## src/rtl/irq_pkg.sv

```systemverilog
package irq_pkg;

    localparam int IRQ_LINES  = 5;
    localparam int IRQ_DATA_W = 8;

    typedef enum logic {
        SEL_FLAGS  = 1'b0,
        SEL_ENABLE = 1'b1
    } reg_sel_e;

    typedef struct packed {
        logic [IRQ_LINES-1:0] value;
        logic [IRQ_LINES-1:0] mask;
        logic                 valid;
    } line_upd_t;

    // Keep only the implemented lines and the selected bits of a request.
    function automatic logic [IRQ_LINES-1:0] sel_bits(
        input logic [IRQ_DATA_W-1:0] value,
        input logic [IRQ_DATA_W-1:0] mask
    );
        logic [IRQ_DATA_W-1:0] both;
        both = value & mask;
        return both[IRQ_LINES-1:0];
    endfunction

endpackage

```

## src/rtl/irq_line_store.sv

```systemverilog
module irq_line_store
    import irq_pkg::*;
(
    input  logic                 clk,
    input  logic                 rst,
    input  line_upd_t            upd,
    output logic [IRQ_LINES-1:0] lines_o,
    output logic [IRQ_LINES-1:0] rise_o
);

    logic [IRQ_LINES-1:0] lines_q;
    logic [IRQ_LINES-1:0] eff;

    always_comb begin
        eff    = upd.valid ? (upd.value & upd.mask) : '0;
        rise_o = eff & ~lines_q;
    end

    always_ff @(posedge clk) begin
        if (rst) begin
            lines_q <= '0;
        end else if (upd.valid) begin
            lines_q <= (lines_q & ~upd.mask) | eff;
        end
    end

    assign lines_o = lines_q;

endmodule

```

## src/rtl/irq_flag_bank.sv

```systemverilog
module irq_flag_bank
    import irq_pkg::*;
(
    input  logic                 clk,
    input  logic                 rst,
    input  logic [IRQ_LINES-1:0] rise,
    input  logic                 wr_en,
    input  logic [IRQ_LINES-1:0] wdata,
    output logic [IRQ_LINES-1:0] flags_o
);

    for (genvar b = 0; b < IRQ_LINES; b++) begin : g_bit
        logic flag_q;
        always_ff @(posedge clk) begin
            if (rst) begin
                flag_q <= 1'b0;
            end else if (rise[b]) begin
                flag_q <= 1'b1;          // an edge beats a write clear
            end else if (wr_en) begin
                flag_q <= wdata[b];
            end
        end
        assign flags_o[b] = flag_q;
    end

endmodule

```

## src/rtl/irq_wake_gen.sv

```systemverilog
module irq_wake_gen
    import irq_pkg::*;
(
    input  logic                 clk,
    input  logic                 rst,
    input  logic [IRQ_LINES-1:0] rise,
    input  logic [IRQ_LINES-1:0] flags_q,
    input  logic [IRQ_LINES-1:0] enable_q,
    input  logic                 master_en,
    output logic                 wake_o
);

    logic [IRQ_LINES-1:0] fresh;
    logic                 wake_q;

    assign fresh = rise & ~flags_q & enable_q;

    always_ff @(posedge clk) begin
        if (rst) begin
            wake_q <= 1'b0;
        end else begin
            wake_q <= master_en && (|fresh);
        end
    end

    assign wake_o = wake_q;

endmodule

```

## src/rtl/irq_edge_latch.sv

```systemverilog
module irq_edge_latch
    import irq_pkg::*;
(
    input  logic                  clk,
    input  logic                  rst,
    input  logic                  upd_valid,
    input  logic [IRQ_DATA_W-1:0] upd_value,
    input  logic [IRQ_DATA_W-1:0] upd_mask,
    input  logic                  master_en,
    input  logic                  reg_sel,
    input  logic                  reg_wr,
    input  logic [IRQ_DATA_W-1:0] reg_wdata,
    output logic [IRQ_DATA_W-1:0] reg_rdata,
    output logic [IRQ_LINES-1:0]  lines_o,
    output logic                  wake_o
);

    localparam int PAD_W = IRQ_DATA_W - IRQ_LINES;

    line_upd_t            upd;
    logic [IRQ_LINES-1:0] rise;
    logic [IRQ_LINES-1:0] flags_q;
    logic [IRQ_LINES-1:0] enable_q;
    logic                 flag_wr;
    logic                 en_wr;
    reg_sel_e             sel;

    assign sel       = reg_sel_e'(reg_sel);
    assign flag_wr   = reg_wr && (sel == SEL_FLAGS);
    assign en_wr     = reg_wr && (sel == SEL_ENABLE);
    assign upd.valid = upd_valid;
    assign upd.value = sel_bits(upd_value, upd_mask);
    assign upd.mask  = upd_mask[IRQ_LINES-1:0];

    irq_line_store u_lines (
        .clk     (clk),
        .rst     (rst),
        .upd     (upd),
        .lines_o (lines_o),
        .rise_o  (rise)
    );

    irq_flag_bank u_flags (
        .clk     (clk),
        .rst     (rst),
        .rise    (rise),
        .wr_en   (flag_wr),
        .wdata   (reg_wdata[IRQ_LINES-1:0]),
        .flags_o (flags_q)
    );

    irq_wake_gen u_wake (
        .clk       (clk),
        .rst       (rst),
        .rise      (rise),
        .flags_q   (flags_q),
        .enable_q  (enable_q),
        .master_en (master_en),
        .wake_o    (wake_o)
    );

    always_ff @(posedge clk) begin
        if (rst) begin
            enable_q <= '0;
        end else if (en_wr) begin
            enable_q <= reg_wdata[IRQ_LINES-1:0];
        end
    end

    always_comb begin
        unique case (sel)
            SEL_FLAGS:  reg_rdata = {{PAD_W{1'b1}}, flags_q};
            SEL_ENABLE: reg_rdata = {{PAD_W{1'b0}}, enable_q};
            default:    reg_rdata = '0;
        endcase
    end

endmodule

```

## config.mk

```make
export PLATFORM = sky130hd
export DESIGN_NAME = irq_edge_latch
export DESIGN_NICKNAME = d
export VERILOG_FILES = /design/src/rtl/irq_pkg.sv /design/src/rtl/irq_line_store.sv /design/src/rtl/irq_flag_bank.sv /design/src/rtl/irq_wake_gen.sv /design/src/rtl/irq_edge_latch.sv
export SDC_FILE = /design/constraint.sdc
export NUM_CORES = 1
export LEC_CHECK = 0
export CAP_MARGIN = 20
export CORE_ASPECT_RATIO = 1.4
export CORE_MARGIN = 4
export CORE_UTILIZATION = 41
export CTS_BUF_LIST = sky130_fd_sc_hd__clkbuf_8
export DETAILED_ROUTE_END_ITERATION = 8
export PLACE_DENSITY = 0.87
export SYNTH_ARGS = -nofsm -noshare
export SYNTH_HDL_FRONTEND = slang
export SYNTH_SLANG_ARGS = --single-unit
```

## constraint.sdc

```tcl
create_clock -name clk -period 1.9 [get_ports clk]
set_clock_uncertainty 0.05 [all_clocks]
set_input_delay 0.285 -clock clk [delete_from_list [all_inputs] [get_ports clk]]
set_output_delay 0.285 -clock clk [all_outputs]
set_load 0.05 [all_outputs]
```

Word-level counts from Yosys, hierarchy flattened
Index checks and enable logic that the tools add are counted.

Flip-flop bits (word level): 16. Input bits: 30. Output and inout bits: 14. Logic and storage cells: 40.

Multiplexer cells: 12. Bitwise logic cells: 11. Reduce and logical (&&, ||, !) cells: 9.

Operator list (count): 5-bit AND (6); 8-bit case mux with 2 select lines (1); 5-bit inverter (3); 1-bit two-way mux (10); 2-bit nonzero test (5); 5-bit two-way mux (1); 5-bit OR (1); 5-bit OR reduction (1); 1-bit logical AND (3); 1-bit inverter (1).

Depth between registers and ports, before layout
Word-level depth: 8. Depth in mapped cells: 4. Depth with buffers taken out: 3.

Cells and area by module
Synthesis repeated with hierarchy kept, for this count alone.

Cell total of the unflattened synthesis: 99. Area total of the unflattened synthesis: 938.4 µm².

By module, submodules not included: irq_edge_latch (instances 1, cells an instance 37, area each 344.1 µm², sequential area each 100.1 µm²); irq_line_store (instances 1, cells an instance 26, area each 281.5 µm², sequential area each 100.1 µm²); irq_flag_bank (instances 1, cells an instance 26, area each 242.7 µm², sequential area each 100.1 µm²); irq_wake_gen (instances 1, cells an instance 10, area each 70.1 µm², sequential area each 20.0 µm²).

Least setup slack after synthesis
No wires, ideal clock.

Kind: input to output. Start: in reg_sel. End: out reg_rdata[6]. Data arrival time: 1073 ps. Data required time: 1565 ps. Slack: 492 ps. Stages: 3. Buffers on the path: 2. Path through: buf_2 -> inv_1 -> buf_4.

Cells in the longest elaborated chain, start to end: 2.

Ends and longest elaborated chain: from (decl) (line irq_edge_latch.sv:10) `input logic reg_sel,`; 1-bit inverter (line irq_edge_latch.sv:71) `unique case (sel)`; 8-bit case mux with 2 select lines (*) (line irq_edge_latch.sv:71); to (decl) (line irq_edge_latch.sv:13) `output logic [IRQ_DATA_W-1:0] reg_rdata,`.

Mark *: on every way between the ends. The rest lies on a longest branch, timed or not.

Final worst setup path
Start: reg u_lines.lines_q[2] (netlist: u_lines.lines_o[2]). End: out lines_o[2].

RTL lines: from (decl) (line irq_line_store.sv:11) `logic [IRQ_LINES-1:0] lines_q;`; from (signal assigned) (line irq_line_store.sv:23) `lines_q <= (lines_q & ~upd.mask) | eff;`; to (decl) (line irq_edge_latch.sv:14) `output logic [IRQ_LINES-1:0] lines_o,`.

No word-level cell between the ends.

==> flow_summary_export.csv <==
group,metric,value,unit
floorplan,io_pins,44,
worst_setup_path,worst-setup-path-type,"flip-flop to output pin",
synth,synth-xor-area-share,0,%
grt,grt_pass1_wl,3420,um
sta,slew_headroom,63.1,%
place,place.gp.congestion,0.779,
place,io_buffers,34,
place,place_hpwl,1570,um
synth,synth_top_area_share,42.5,%
worst_setup_path,cp_max_fo,3,
synth,yosysSeqAreaShare,42.5,%
final_layout,syn_to_final_growth,57.5,%
detailed_routing,num_vias,838,
synth,synthCells,94,
sta,hold_viol,0,
worst_setup_path,r2r_cells,3,
synth,synthesis.area,754,um2
worst_setup_path,crit_buf_inv,1,
floorplan,rows,18,
floorplan,die_h,58.8,um
sta,rsz0062_at_grt,"no",
job,maxCapViolations,0,
synth,synth_compound_gate_area_share,14.4,%
worst_setup_path,crit_chain,"clkdlybuf4s50_1",
grt,grtUsageTotal,18.1,%
power,power_leakage,0.470,nW
power,powerDensity,738,mW/mm2
sta,finalSetupViolations,0,
clocking,cts-root-buf,"clkbuf_8",
clocking,insertion_delay,250,ps
floorplan,core,0.00176,mm2
clocking,clkSinkCount,16,
worst_setup_path,r2r-start,"u_lines.lines_o[2]",
synth,synth_top_area_cell,"dfxtp_1",
worst_setup_path,worst_path_max_delay_cell,"clkdlybuf4s50_1",
synth,synthAdderAreaFrac,0,%
power,ir_worst_vdd,490,uV
synth,synth_flop_cell,"dfxtp_1",
clocking,cts_buffers,3,
synth,async_reset_ff_share,0,%
clocking,tritoncts,"built",
synth,postSynthAreaPerCell,8.03,um2
grt,grt_max_degree,15,
outcome,run_status,"complete, no violations",
worst_setup_path,crit_cells,1,
final_layout,drive_gt1_share,15.4,%
grt,first_global_vias,806,
clocking,htreeDepth,1,
sta,min_period,1780,ps
worst_setup_path,cp.arrival,1440,ps
final_layout,nets,161,
grt,grt-ovfl-total,0,
clocking,ctsHoldBuffers,0,
detailed_routing,wire_per_inst,14.9,um
worst_setup_path,path_delay_family,"buffers and inverters",
sta,whs,420,ps
hold_path,hp-class,"flip-flop to flip-flop",
worst_setup_path,r2r_end,"u_wake.wake_o",
detailed_routing,detailedRoute.firstPassIterationCount,5,
floorplan,start_util,42.9,%
clocking,cts_resized,0,
worst_setup_path,cpPeakStageDelay,820,ps
floorplan,die_area,0.00260,mm2
detailed_routing,wl,2230,um
synth,synthTopCellsByArea,"dfxtp_1, nand2_1, mux2_2",
floorplan,chipWidth,44.3,um
synth,yosys.cell_types.count,16,
clocking,clk_path_buf_depth,2,
sta,drv_slew,0,
sta,worst_pin_slew,552,ps
worst_setup_path,crit_start,"u_lines.lines_o[2]",
synth,synth-edff-count,0,
synth,synth_nets,124,
worst_setup_path,r2r_slack,650,ps
worst_setup_path,cp-end-kind,"output pin",
final_layout,fillCellCount,151,
worst_setup_path,worst_ep_required_time,1560,ps
grt,antenna_found_initial,0,
final_layout,utilization,67.7,%
synth,ys_warn_count,0,
detailed_routing,route.detailed.drc,0,
final_layout,n_antenna_cell,0,
detailed_routing,vias_per_cell,5.59,
clocking,path_clk_slew,60,ps
detailed_routing,ant_nets,0,
sta,max_freq,562,MHz
detailed_routing,drtIter0Drc,19,
synth,synth_top_family_by_area,"simple AND/OR/NAND/NOR gates",
worst_setup_path,crit_end,"lines_o[2]",
synth,ys_ff_latch,16,
synth,synthSimpleGateAreaFrac,29.9,%
synth,synth_mux_area_share,7.46,%
clocking,postCtsSetupRepairBufs,0,
sta,period_share,93.7,%
sta,final.setup.tns,0,ps
worst_setup_path,startpoint_type,"flip-flop",
## cells in the mapped netlist, types with 2 or more instances
cell type,count
nand4b_1,5
mux2_2,5
buf_4,2
nand2_1,26
nand3_1,10
nand2b_1,3
buf_2,2
a21oi_1,10
o32ai_1,2
a31oi_1,5
inv_1,4
dfxtp_1,16
## logic make-up (layout without fill, tap and decap cells)
logic type | after synthesis | after routing
and+or+nand+nor | 46 | 46
AOI/OAI and AO/OA | 18 | 18
DFF | 16 | 16
buffers and inverters | 9 | 45
muxes | 5 | 5
## where the power goes
group,switching (W),internal (W),total (W)
clock network,0.000114,0.000184,0.000298
logic,0.000117,0.0000959,0.000213
registers,0.0000125,0.000353,0.000366
## layout by cell type, fill, tap and decap left out
cell type	netlist	final
nand2_1	26	26
clkdlybuf4s50_1	0	25
dfxtp_1	16	16
nand3_1	10	10
a21oi_1	10	10
buf_4	2	8
mux2_2	5	5
nand4b_1	5	5
a31oi_1	5	5
inv_1	4	4
clkbuf_8	0	4
nand2b_1	3	3
buf_12	0	3
o32ai_1	2	2
and2b_1	1	1
nor3b_1	1	1
o311a_1	1	1
dlymetal6s2s_1	0	1
## worst min-delay path by stage
| stage | endpoint | depth (start not counted) | slack [ps] | startpoint |
|---|---|---|---|---|
| detailed placement | enable_q[3] | 2 | 410 | enable_q[3] |
| CTS | enable_q[3] | 2 | 420 | enable_q[3] |
| finish | enable_q[3] | 2 | 420 | enable_q[3] |
| global placement | enable_q[3] | 2 | 400 | enable_q[3] |
| global route | u_lines.lines_o[3] | 2 | 450 | u_lines.lines_o[3] |
| floorplan | u_flags.g_bit[0].flag_q | 1 | 300 | rst |
## metrics by stage
step	power (W)	cell area [um2]	setup WS (ps)	instances
after floorplan	0.000482	754	492	94
after global placement	0.000578	1130	14.5	146
after detailed placement	0.000583	1130	4.42	146
after CTS	0.000887	1190	1.81	150
after global routing	0.000918	1190	105	150
final	0.000877	1190	120	150
## routing by layer
metal  GRT usage (%)  part of all wire, %  vias up
met4            15.5                  2.1        0
met5               0                    0        -
met1            18.3                   39      396
li1                -                    -      403
met2            30.2                   53       35
met3            4.28                  5.5        4
## final cells by class
cell class              instances  area, um2  share of cell area (%)
well taps                      20       25.0                    2.11
clock buffers                   4       55.1                    4.63
flip-flops and latches         16        320                    26.9
multi-input cells              69        390                    32.8
repair buffers                 37        383                    32.2
inverters                       4       15.0                    1.26
## worst reg2reg max path: cells and delay by family (launching register included)
| kind | cells | cell delay [ps] |
|---|---|---|
| compound gates | 2 | 590 |
| flops | 1 | 340 |
| simple gates | 1 | 220 |
## registers in the layout, indices dropped and copies added (netlist names)
register,flops
u_flags.g_bit.flag_q,5
u_lines.lines_o,5
u_wake.wake_o,1
enable_q,5
No activity file was read; power rests on OpenSTA's default activity.
